===== config.mk =====
export PLATFORM = sky130hd
export DESIGN_NAME = wcb_line_buffer
export DESIGN_NICKNAME = d
export VERILOG_FILES = /design/src/rtl/wcb_pkg.sv /design/src/rtl/wcb_line_store.sv /design/src/rtl/wcb_ctrl.sv /design/src/rtl/wcb_line_buffer.sv
export SDC_FILE = /design/constraint.sdc
export NUM_CORES = 2
export LEC_CHECK = 0
export BUFFER_PORTS_ARGS = -buffer_cell sky130_fd_sc_hd__buf_2
export CORE_AREA = 2 2 684 686
export DETAILED_ROUTE_END_ITERATION = 7
export DIE_AREA = 0 0 686 688
export GPL_ROUTABILITY_DRIVEN = 0
export GPL_TIMING_DRIVEN = 0
export PLACE_DENSITY = 0.3
export SLEW_MARGIN = 20
export SYNTH_ARGS = -nofsm -noshare
export SYNTH_HDL_FRONTEND = slang
export SYNTH_SLANG_ARGS = --single-unit

===== constraint.sdc =====
create_clock -name clk -period 2.82 [get_ports clk]
set_clock_uncertainty 0.2 [all_clocks]
set_input_delay 0.564 -clock clk [delete_from_list [all_inputs] [get_ports clk]]
set_output_delay 0.564 -clock clk [all_outputs]
set_load 0.02 [all_outputs]

===== src/rtl/wcb_pkg.sv =====
package wcb_pkg;
    typedef enum logic [2:0] {
        WCB_IDLE,
        WCB_ACCUM,
        WCB_INVAL,
        WCB_SNOOP,
        WCB_WRITE
    } wcb_state_e;
endpackage


===== src/rtl/wcb_line_store.sv =====
module wcb_line_store #(
    parameter int LINE_BYTES = 64,
    localparam int DATA_W = LINE_BYTES * 8
) (
    input  logic                  clk,
    input  logic                  rst_n,
    input  logic                  clr,
    input  logic                  wr_en,
    input  logic [DATA_W-1:0]     wr_data,
    input  logic [LINE_BYTES-1:0] wr_be,
    input  logic                  fill_en,
    input  logic [DATA_W-1:0]     fill_data,
    output logic [DATA_W-1:0]     line_data,
    output logic [LINE_BYTES-1:0] line_valid,
    output logic                  line_full
);
    for (genvar g = 0; g < LINE_BYTES; g++) begin : g_byte
        // valid bit: set by a store, cleared after the drain write
        always_ff @(posedge clk or negedge rst_n) begin
            if (!rst_n)
                line_valid[g] <= 1'b0;
            else if (clr)
                line_valid[g] <= 1'b0;
            else if (wr_en && wr_be[g])
                line_valid[g] <= 1'b1;
        end

        // data byte: store data wins, peer fill only where never written
        always_ff @(posedge clk or negedge rst_n) begin
            if (!rst_n)
                line_data[g*8 +: 8] <= '0;
            else if (wr_en && wr_be[g])
                line_data[g*8 +: 8] <= wr_data[g*8 +: 8];
            else if (fill_en && !line_valid[g])
                line_data[g*8 +: 8] <= fill_data[g*8 +: 8];
        end
    end

    assign line_full = &line_valid;
endmodule


===== src/rtl/wcb_ctrl.sv =====
module wcb_ctrl
    import wcb_pkg::*;
(
    input  logic clk,
    input  logic rst_n,
    input  logic st_valid,
    input  logic st_hit,
    input  logic st_be_any,
    input  logic line_full,
    input  logic flush_req,
    input  logic snp_valid,
    input  logic snp_dirty,
    output logic st_ready,
    output logic st_accept,
    output logic load_line,
    output logic snp_req,
    output logic inv_req,
    output logic mem_valid,
    output logic fill_en,
    output logic clr,
    output logic mask_all
);
    wcb_state_e state, nxt;

    // next-state selection
    always_comb begin
        nxt = state;
        unique case (state)
            WCB_IDLE:  if (st_valid && st_be_any) nxt = WCB_ACCUM;
            WCB_ACCUM: begin
                if (line_full)
                    nxt = WCB_INVAL;
                else if (flush_req || (st_valid && !st_hit))
                    nxt = WCB_SNOOP;
            end
            WCB_INVAL: nxt = WCB_WRITE;
            WCB_SNOOP: if (snp_valid) nxt = WCB_WRITE;
            WCB_WRITE: nxt = WCB_IDLE;
            default:   nxt = WCB_IDLE;
        endcase
    end

    // state register and mask-all flag
    always_ff @(posedge clk or negedge rst_n) begin
        if (!rst_n) begin
            state    <= WCB_IDLE;
            mask_all <= 1'b0;
        end else begin
            state <= nxt;
            if (state == WCB_ACCUM && nxt == WCB_INVAL)
                mask_all <= 1'b1;
            else if (state == WCB_SNOOP && snp_valid)
                mask_all <= snp_dirty;
        end
    end

    // outputs decoded from state
    always_comb begin
        st_ready  = 1'b0;
        snp_req   = 1'b0;
        inv_req   = 1'b0;
        mem_valid = 1'b0;
        fill_en   = 1'b0;
        clr       = 1'b0;
        load_line = 1'b0;
        unique case (state)
            WCB_IDLE: begin
                st_ready  = 1'b1;
                load_line = st_valid;
            end
            WCB_ACCUM: st_ready = !line_full && !flush_req && st_hit;
            WCB_INVAL: inv_req = 1'b1;
            WCB_SNOOP: begin
                snp_req = 1'b1;
                fill_en = snp_valid && snp_dirty;
            end
            WCB_WRITE: begin
                mem_valid = 1'b1;
                clr       = 1'b1;
            end
            default: ;
        endcase
        st_accept = st_valid && st_ready;
    end
endmodule


===== src/rtl/wcb_line_buffer.sv =====
module wcb_line_buffer #(
    parameter int LINE_BYTES = 64,
    parameter int LINE_AW    = 26,
    localparam int DATA_W = LINE_BYTES * 8
) (
    input  logic                  clk,
    input  logic                  rst_n,
    input  logic                  st_valid,
    output logic                  st_ready,
    input  logic [LINE_AW-1:0]    st_line,
    input  logic [DATA_W-1:0]     st_data,
    input  logic [LINE_BYTES-1:0] st_be,
    input  logic                  flush_req,
    output logic                  snp_req,
    output logic [LINE_AW-1:0]    snp_line,
    input  logic                  snp_valid,
    input  logic                  snp_dirty,
    input  logic [DATA_W-1:0]     snp_data,
    output logic                  inv_req,
    output logic [LINE_AW-1:0]    inv_line,
    output logic                  mem_valid,
    output logic [LINE_AW-1:0]    mem_line,
    output logic [DATA_W-1:0]     mem_data,
    output logic [LINE_BYTES-1:0] mem_mask
);
    logic [LINE_AW-1:0]    cur_line;
    logic [LINE_BYTES-1:0] line_valid;
    logic                  line_full, st_accept, load_line;
    logic                  fill_en, clr, mask_all;

    always_ff @(posedge clk or negedge rst_n) begin
        if (!rst_n)
            cur_line <= '0;
        else if (load_line)
            cur_line <= st_line;
    end

    wcb_ctrl u_ctrl (
        .clk       (clk),
        .rst_n     (rst_n),
        .st_valid  (st_valid),
        .st_hit    (st_line == cur_line),
        .st_be_any (|st_be),
        .line_full (line_full),
        .flush_req (flush_req),
        .snp_valid (snp_valid),
        .snp_dirty (snp_dirty),
        .st_ready  (st_ready),
        .st_accept (st_accept),
        .load_line (load_line),
        .snp_req   (snp_req),
        .inv_req   (inv_req),
        .mem_valid (mem_valid),
        .fill_en   (fill_en),
        .clr       (clr),
        .mask_all  (mask_all)
    );

    wcb_line_store #(.LINE_BYTES(LINE_BYTES)) u_store (
        .clk        (clk),
        .rst_n      (rst_n),
        .clr        (clr),
        .wr_en      (st_accept),
        .wr_data    (st_data),
        .wr_be      (st_be),
        .fill_en    (fill_en),
        .fill_data  (snp_data),
        .line_data  (mem_data),
        .line_valid (line_valid),
        .line_full  (line_full)
    );

    assign snp_line = cur_line;
    assign inv_line = cur_line;
    assign mem_line = cur_line;
    assign mem_mask = mask_all ? {LINE_BYTES{1'b1}} : line_valid;
endmodule


Yosys cells after proc, flatten, opt, wreduce, memory -nomap -nowiden
Index checks and enable logic that the tools add are counted.
{ "totals": {"regBits": 606, "elab_cells": 743} }
{ "classes": {"n_eq_ne": 6, "muxes": 270, "reduce_logical": 336} }
{ "ops": {"columns": ["op", "n"], "rows": [
  ["$mux 8", 128],
  ["$reduce_bool 2->1", 129],
  ["$logic_and 1x1->1", 136],
  ["$mux 1", 135],
  ["$logic_not 1->1", 67],
  ["$mux 64", 1],
  ["$reduce_and 64->1", 1],
  ["$reduce_or 64->1", 1],
  ["$eq 26x26->1", 1],
  ["$mux 3", 4],
  ["$pmux 3 s4", 1],
  ["$eq 3x2->1 const B", 3],
  ["$eq 3x1->1 const B", 1],
  ["$eq 3x3->1 const B", 1],
  ["$logic_not 3->1", 1],
  ["$pmux 1 s2", 1],
  ["$logic_or 1x1->1", 1]
]} }

Logic depth before layout (Yosys ltp)
{ "depth": {"ltp_word": 10, "mapped_depth": 9, "mapped_depth_nobuf": 6} }

Modules after synthesis
A second synthesis with hierarchy kept.
{ "unflattened": {"cells_unflattened": 2864, "hier_area_um2": 29553.3} }
{ "modules_own_cells": {"columns": ["mod", "instances", "cells_per_inst", "area_each_um2", "seq_area_each_um2"], "rows": [
  ["wcb_line_store", 1, 2602, 27102.2, 14413.8],
  ["wcb_line_buffer", 1, 234, 2195.9, 650.6],
  ["wcb_ctrl", 1, 28, 255.2, 100.1]
]} }

Worst setup path before layout
OpenSTA, ideal clock, no wires.
{ "synth_path": {"kind": "input to output", "from": "input port st_line[3]", "to": "output port st_ready", "cell_stages": 6, "t_arrival_ps": 2065, "slack_ps": -9, "path_cell_list": "xnor2_1 > nand4_1 > nor4_1 > nand4_1 > clkbuf_1 > a21boi_0"} }
{ "synth_between": {"elab_chain_cells": 3} }
{ "synth_rtl": {"columns": ["element", "line", "rtl"], "rows": [
  ["start: declaration", "wcb_line_buffer.sv:10", "input logic [LINE_AW-1:0] st_line,"],
  ["$eq 26x26->1", "wcb_line_buffer.sv:42", ".st_hit (st_line == cur_line),"],
  ["$logic_and 1x1->1", "wcb_ctrl.sv:71", "WCB_ACCUM: st_ready = !line_full && !flush_req && st_hit;"],
  ["$pmux 1 s2", "wcb_ctrl.sv:66", "unique case (state)"],
  ["end: declaration", "wcb_line_buffer.sv:9", "output logic st_ready,"]
]} }
No other way between the ends.

Worst setup path after layout
{ "layout_path": {"from": "register u_store.line_valid[16]", "to": "output port st_ready"} }
{ "layout_between": {"elab_chain_cells": 5} }
{ "layout_rtl": {"columns": ["element", "line", "rtl"], "rows": [
  ["start: declaration", "wcb_line_store.sv:14", "output logic [LINE_BYTES-1:0] line_valid,"],
  ["start signal: indexed assignment", "wcb_line_store.sv:21", "line_valid[g] <= 1'b0;"],
  ["start signal: indexed assignment", "wcb_line_store.sv:23", "line_valid[g] <= 1'b0;"],
  ["start signal: indexed assignment", "wcb_line_store.sv:25", "line_valid[g] <= 1'b1;"],
  ["$reduce_and 64->1", "wcb_line_store.sv:39", "assign line_full = &line_valid;"],
  ["$logic_not 1->1", "wcb_ctrl.sv:71", null],
  ["$logic_and 1x1->1 (2 in series)", "wcb_ctrl.sv:71", null],
  ["$pmux 1 s2", "wcb_ctrl.sv:66", null]
]} }
No other way between the ends.

==> impl_metrics.tcl <==
set metrics [dict create \
    layout-drive-gt1-share_pct 60.3 \
    vias_per_cell 3.03 \
    grt_pass1_vias 36600 \
    synth_top_cells_by_area "dfrtp_1 49%, mux2_2 35%, o211ai_4 4.4%" \
    layout_worst_path_cycle_share_pct 146 \
    worst_pin_slew_ns 1.14 \
    drt_wl_total_um 401000 \
    syn_nets 3348 \
    violations "negative setup slack" \
    final.min_clock_period_ns 4.12 \
    reg2regPathDepth 15 \
    sort_of_element_at_the_end_of_the_critical_path "primary output" \
    ant_nets 0 \
    timing.fmax_mhz 243 \
    critical-path-top-delay-family "simple AND/OR/NAND/NOR gates" \
    ctsLongestPathBuffers 4 \
    path_depth 9 \
    place_inst 10200 \
    detailroute.via_count 35900 \
    syn_avg_cell_area_um2 13.9 \
    die_height_um 688 \
    timing_hold_violations_final 0 \
    critical_path_peak_fanout 3 \
    die_area_um2 472000 \
    cts_tree "done" \
    grt_usage_pct 16.3 \
    cp_cell_sequence "nand4_1 -> nor4_2 -> buf_4 -> nand4_1 -> buf_6 -> nand4_1 -> clkbuf_8 -> a21boi_2 -> buf_6" \
    path_buf_inv 4 \
    total_leakage_power_uw 0.0282 \
    place_worst_setup_slack_ns -2.29 \
    dp_hpwl_um 356000 \
    grt_start_max_net_pins 81 \
    htree_num_levels 3 \
    cts_buffers 95 \
    std_cell_rows 251 \
    mappedNetlistArea_um2 30900 \
    drt-initial-drc-count 2357 \
    max_stage_delay_ns 0.51 \
    fp.coreArea_um2 465000 \
    detail_route.first_pass.iterations 5 \
    buffer_ports.inserted 1777 \
    tritoncts_num_sinks 606 \
    result_of_the_run "complete, but fails checks" \
    tns_ns -688.77 \
    final_layout_fill_cell_count 52700 \
    r2r_slack_ns -1.25 \
    finalCoreUtilization_pct 14.1 \
    post-route-cell-area_um2 65700 \
    arrival_ns 3.35 \
    grt_first_pass_wirelength_um 481000 \
    timing.hold.worst.class "input port to flip-flop" \
    layout.nets 6470 \
    worst_slack_ns -1.30 \
    avgRoutedWirePerCell_um 33.9 \
    die_w_um 686 \
    cellPowerDensity_nw_per_um2 988 \
    worst_setup_path_start_kind "flip-flop" \
    worst_setup_hold_path_clk_slew_ns 0.05 \
    areaGrowthSynthToFinish_pct 113 \
    drt_drc_violations_left 0 \
    ios 1778 \
    drv_slew 0 \
    synth.yosys.seq_area_share_pct 49.1 \
    stdcell_count 11800 \
    synth_cells 2228 \
    crit_path_class "flip-flop to primary output" \
    yosys_register_bits 606 \
    initial_core_util_pct 6.64 \
    dpl-instance-area_um2 48400 \
    rsz0062_at_grt "yes" \
    timing.critical_path.required_ns 2.06 \
    crit_slowest_cell "dfrtp_1" \
    relSlewSlack_pct 24.0 \
    worst_path_most_repeated_cell "nand4_1" \
    worstHoldPathCells 4 \
    timing.max_cap.violations 0 \
    post_synth_top_area_share_pct 49.1 \
    worst_skew_pair.late_latency_ns 0.87 \
    yosys.area.top_type "dfrtp_1" \
    synth_warnings 0 \
    grt_remaining_overflow 0 \
    synth.lib_cells_used.distinct 34 \
    finalSetupViolations 663 \
    antenna_violations_before_repair 491 \
    cts_root_buf "clkbuf_16" \
    vdd.ir_drop.worst_uv 472 \
]
==> final cells by class <==
class,count,area [um^2],share of cell area [%]
diodes,212,531,0.808
plain buffers,105,813,1.24
clock buffers,133,2740,4.17
clock inverters,32,384,0.585
inverters,74,283,0.431
multi-input cells,1443,15500,23.6
flip-flops and latches,606,15200,23.1
well taps,6198,7750,11.8
repair buffers,3025,22500,34.3
==> cell usage after synthesis <==
cell type,number
buf_6,5
o31ai_1,1
nand4_1,28
and4_1,1
xnor2_1,26
nor2_1,77
o31a_1,1
mux2_2,962
a21boi_0,3
buf_1,11
or3_1,1
o211ai_1,4
nor4_1,22
nor3b_1,1
a311o_1,5
o211ai_4,64
dfrtp_1,606
clkbuf_1,20
a211oi_1,12
a2111oi_0,7
nor3_1,6
nand2b_1,3
o21ai_0,4
inv_1,73
and2_1,7
o2111ai_1,3
nand2_1,78
buf_4,54
o211a_1,3
buf_2,15
mux2_1,58
inv_4,1
o311a_1,1
a21oi_1,65
==> path summary, 6_finish.rpt <==
| path | startpoint | end |
|---|---|---|
| setup / recovery | u_store.line_valid[16] | st_ready |
| hold / removal | st_be[31] | u_store.line_valid[31] |
| setup reg to reg | u_store.line_valid[16] | u_store.line_data[102] |
| hold reg to reg | u_store.line_data[44] | u_store.line_data[44] |
| max in group asynchronous | rst_n | u_store.line_data[355] |
| min in group asynchronous | rst_n | u_store.line_data[193] |
==> power breakdown <==
part | switching [uW] | internal (uW) | total (uW)
clock network | 5310 | 7310 | 12600
logic | 20400 | 14300 | 34700
registers | 4370 | 13200 | 17500
==> placed cells by master, fill, tap and decap left out, drive strengths merged, types with 3 or more instances in the layout <==
cell and n:
xnor2 26, o21ai 4, o211ai 68, and2 7
buf 2011, nor2 77, inv 80, a2111oi 7
a211oi 12, dfrtp 606, o211a 3, o2111ai 3
a311o 5, clkbuf 158, a21oi 65, mux2 1020
nand2 78, nor4 22, nand2b 3, bufinv 6
clkinvlp 4, clkinv 16, a21boi 3, nor3 6
nand4 28, dlygate4sd3 1094, diode 212
==> worst reg2reg max path, cell delays in order, from the launching register on <==
cell and delay [ns]:
dfrtp_1 0.51, nand4_1 0.41, nor4_2 0.49, buf_4 0.24
nand4_1 0.12, buf_6 0.17, buf_4 0.14, buf_6 0.11
and4_4 0.17, buf_12 0.16, buf_12 0.15, buf_16 0.15
buf_8 0.15, o211ai_4 0.22, buf_12 0.19, mux2_4 0.34
==> metal layers <==
metal / vias up / routed length [um] / share of wire, % / global-route usage [%]
met5: - / 1270 / 0.32 / 0.0102
met4: 200 / 17300 / 4.3 / 5.45
met3: 929 / 37400 / 9.3 / 6.45
met2: 2167 / 190000 / 47 / 27.6
met1: 17900 / 156000 / 39 / 18.6
li1: 14700 / - / - / -
==> stage by stage <==
step / total power [uW] / hold slack (ns)
3_5_place_dp: 49400 / 0.308
3_3_place_gp: 48800 / 0.303
6_report: 64900 / 0.0863
2_1_floorplan: 32600 / 0.0684
5_1_grt: 68200 / 0.0155
4_1_cts: 65400 / 0.00353
==> cell families (layout without fill, tap and decap cells) <==
group | after synthesis | in the layout | share of synthesized area (%)
muxes | 1020 | 1020 | 37.2
other | 0 | 212 | 0
DFF | 606 | 606 | 49.1
buffers and inverters | 179 | 3369 | 3.02
and+or+nand+nor | 224 | 224 | 3.27
xor gates and xnor gates | 26 | 26 | 0.738
AOI/OAI and AO/OA | 173 | 173 | 6.62
==> timing repair <==
item	in CTS	in global routing
buffers inserted	73	45
resized for setup	79	159
pin swaps	42	33
endpoints found under the setup margin	667	665
hold buffers	1094	1
endpoints found under the hold margin	739	1
gates cloned	3	4
==> registers in the layout, indices dropped and copies added, names as in the netlist <==
signal,flops
u_store.line_valid,64
u_ctrl.mask_all,1
u_ctrl.state,3
u_store.line_data,512
inv_line,26
Note: power is estimated with default switching activity, not from simulation.
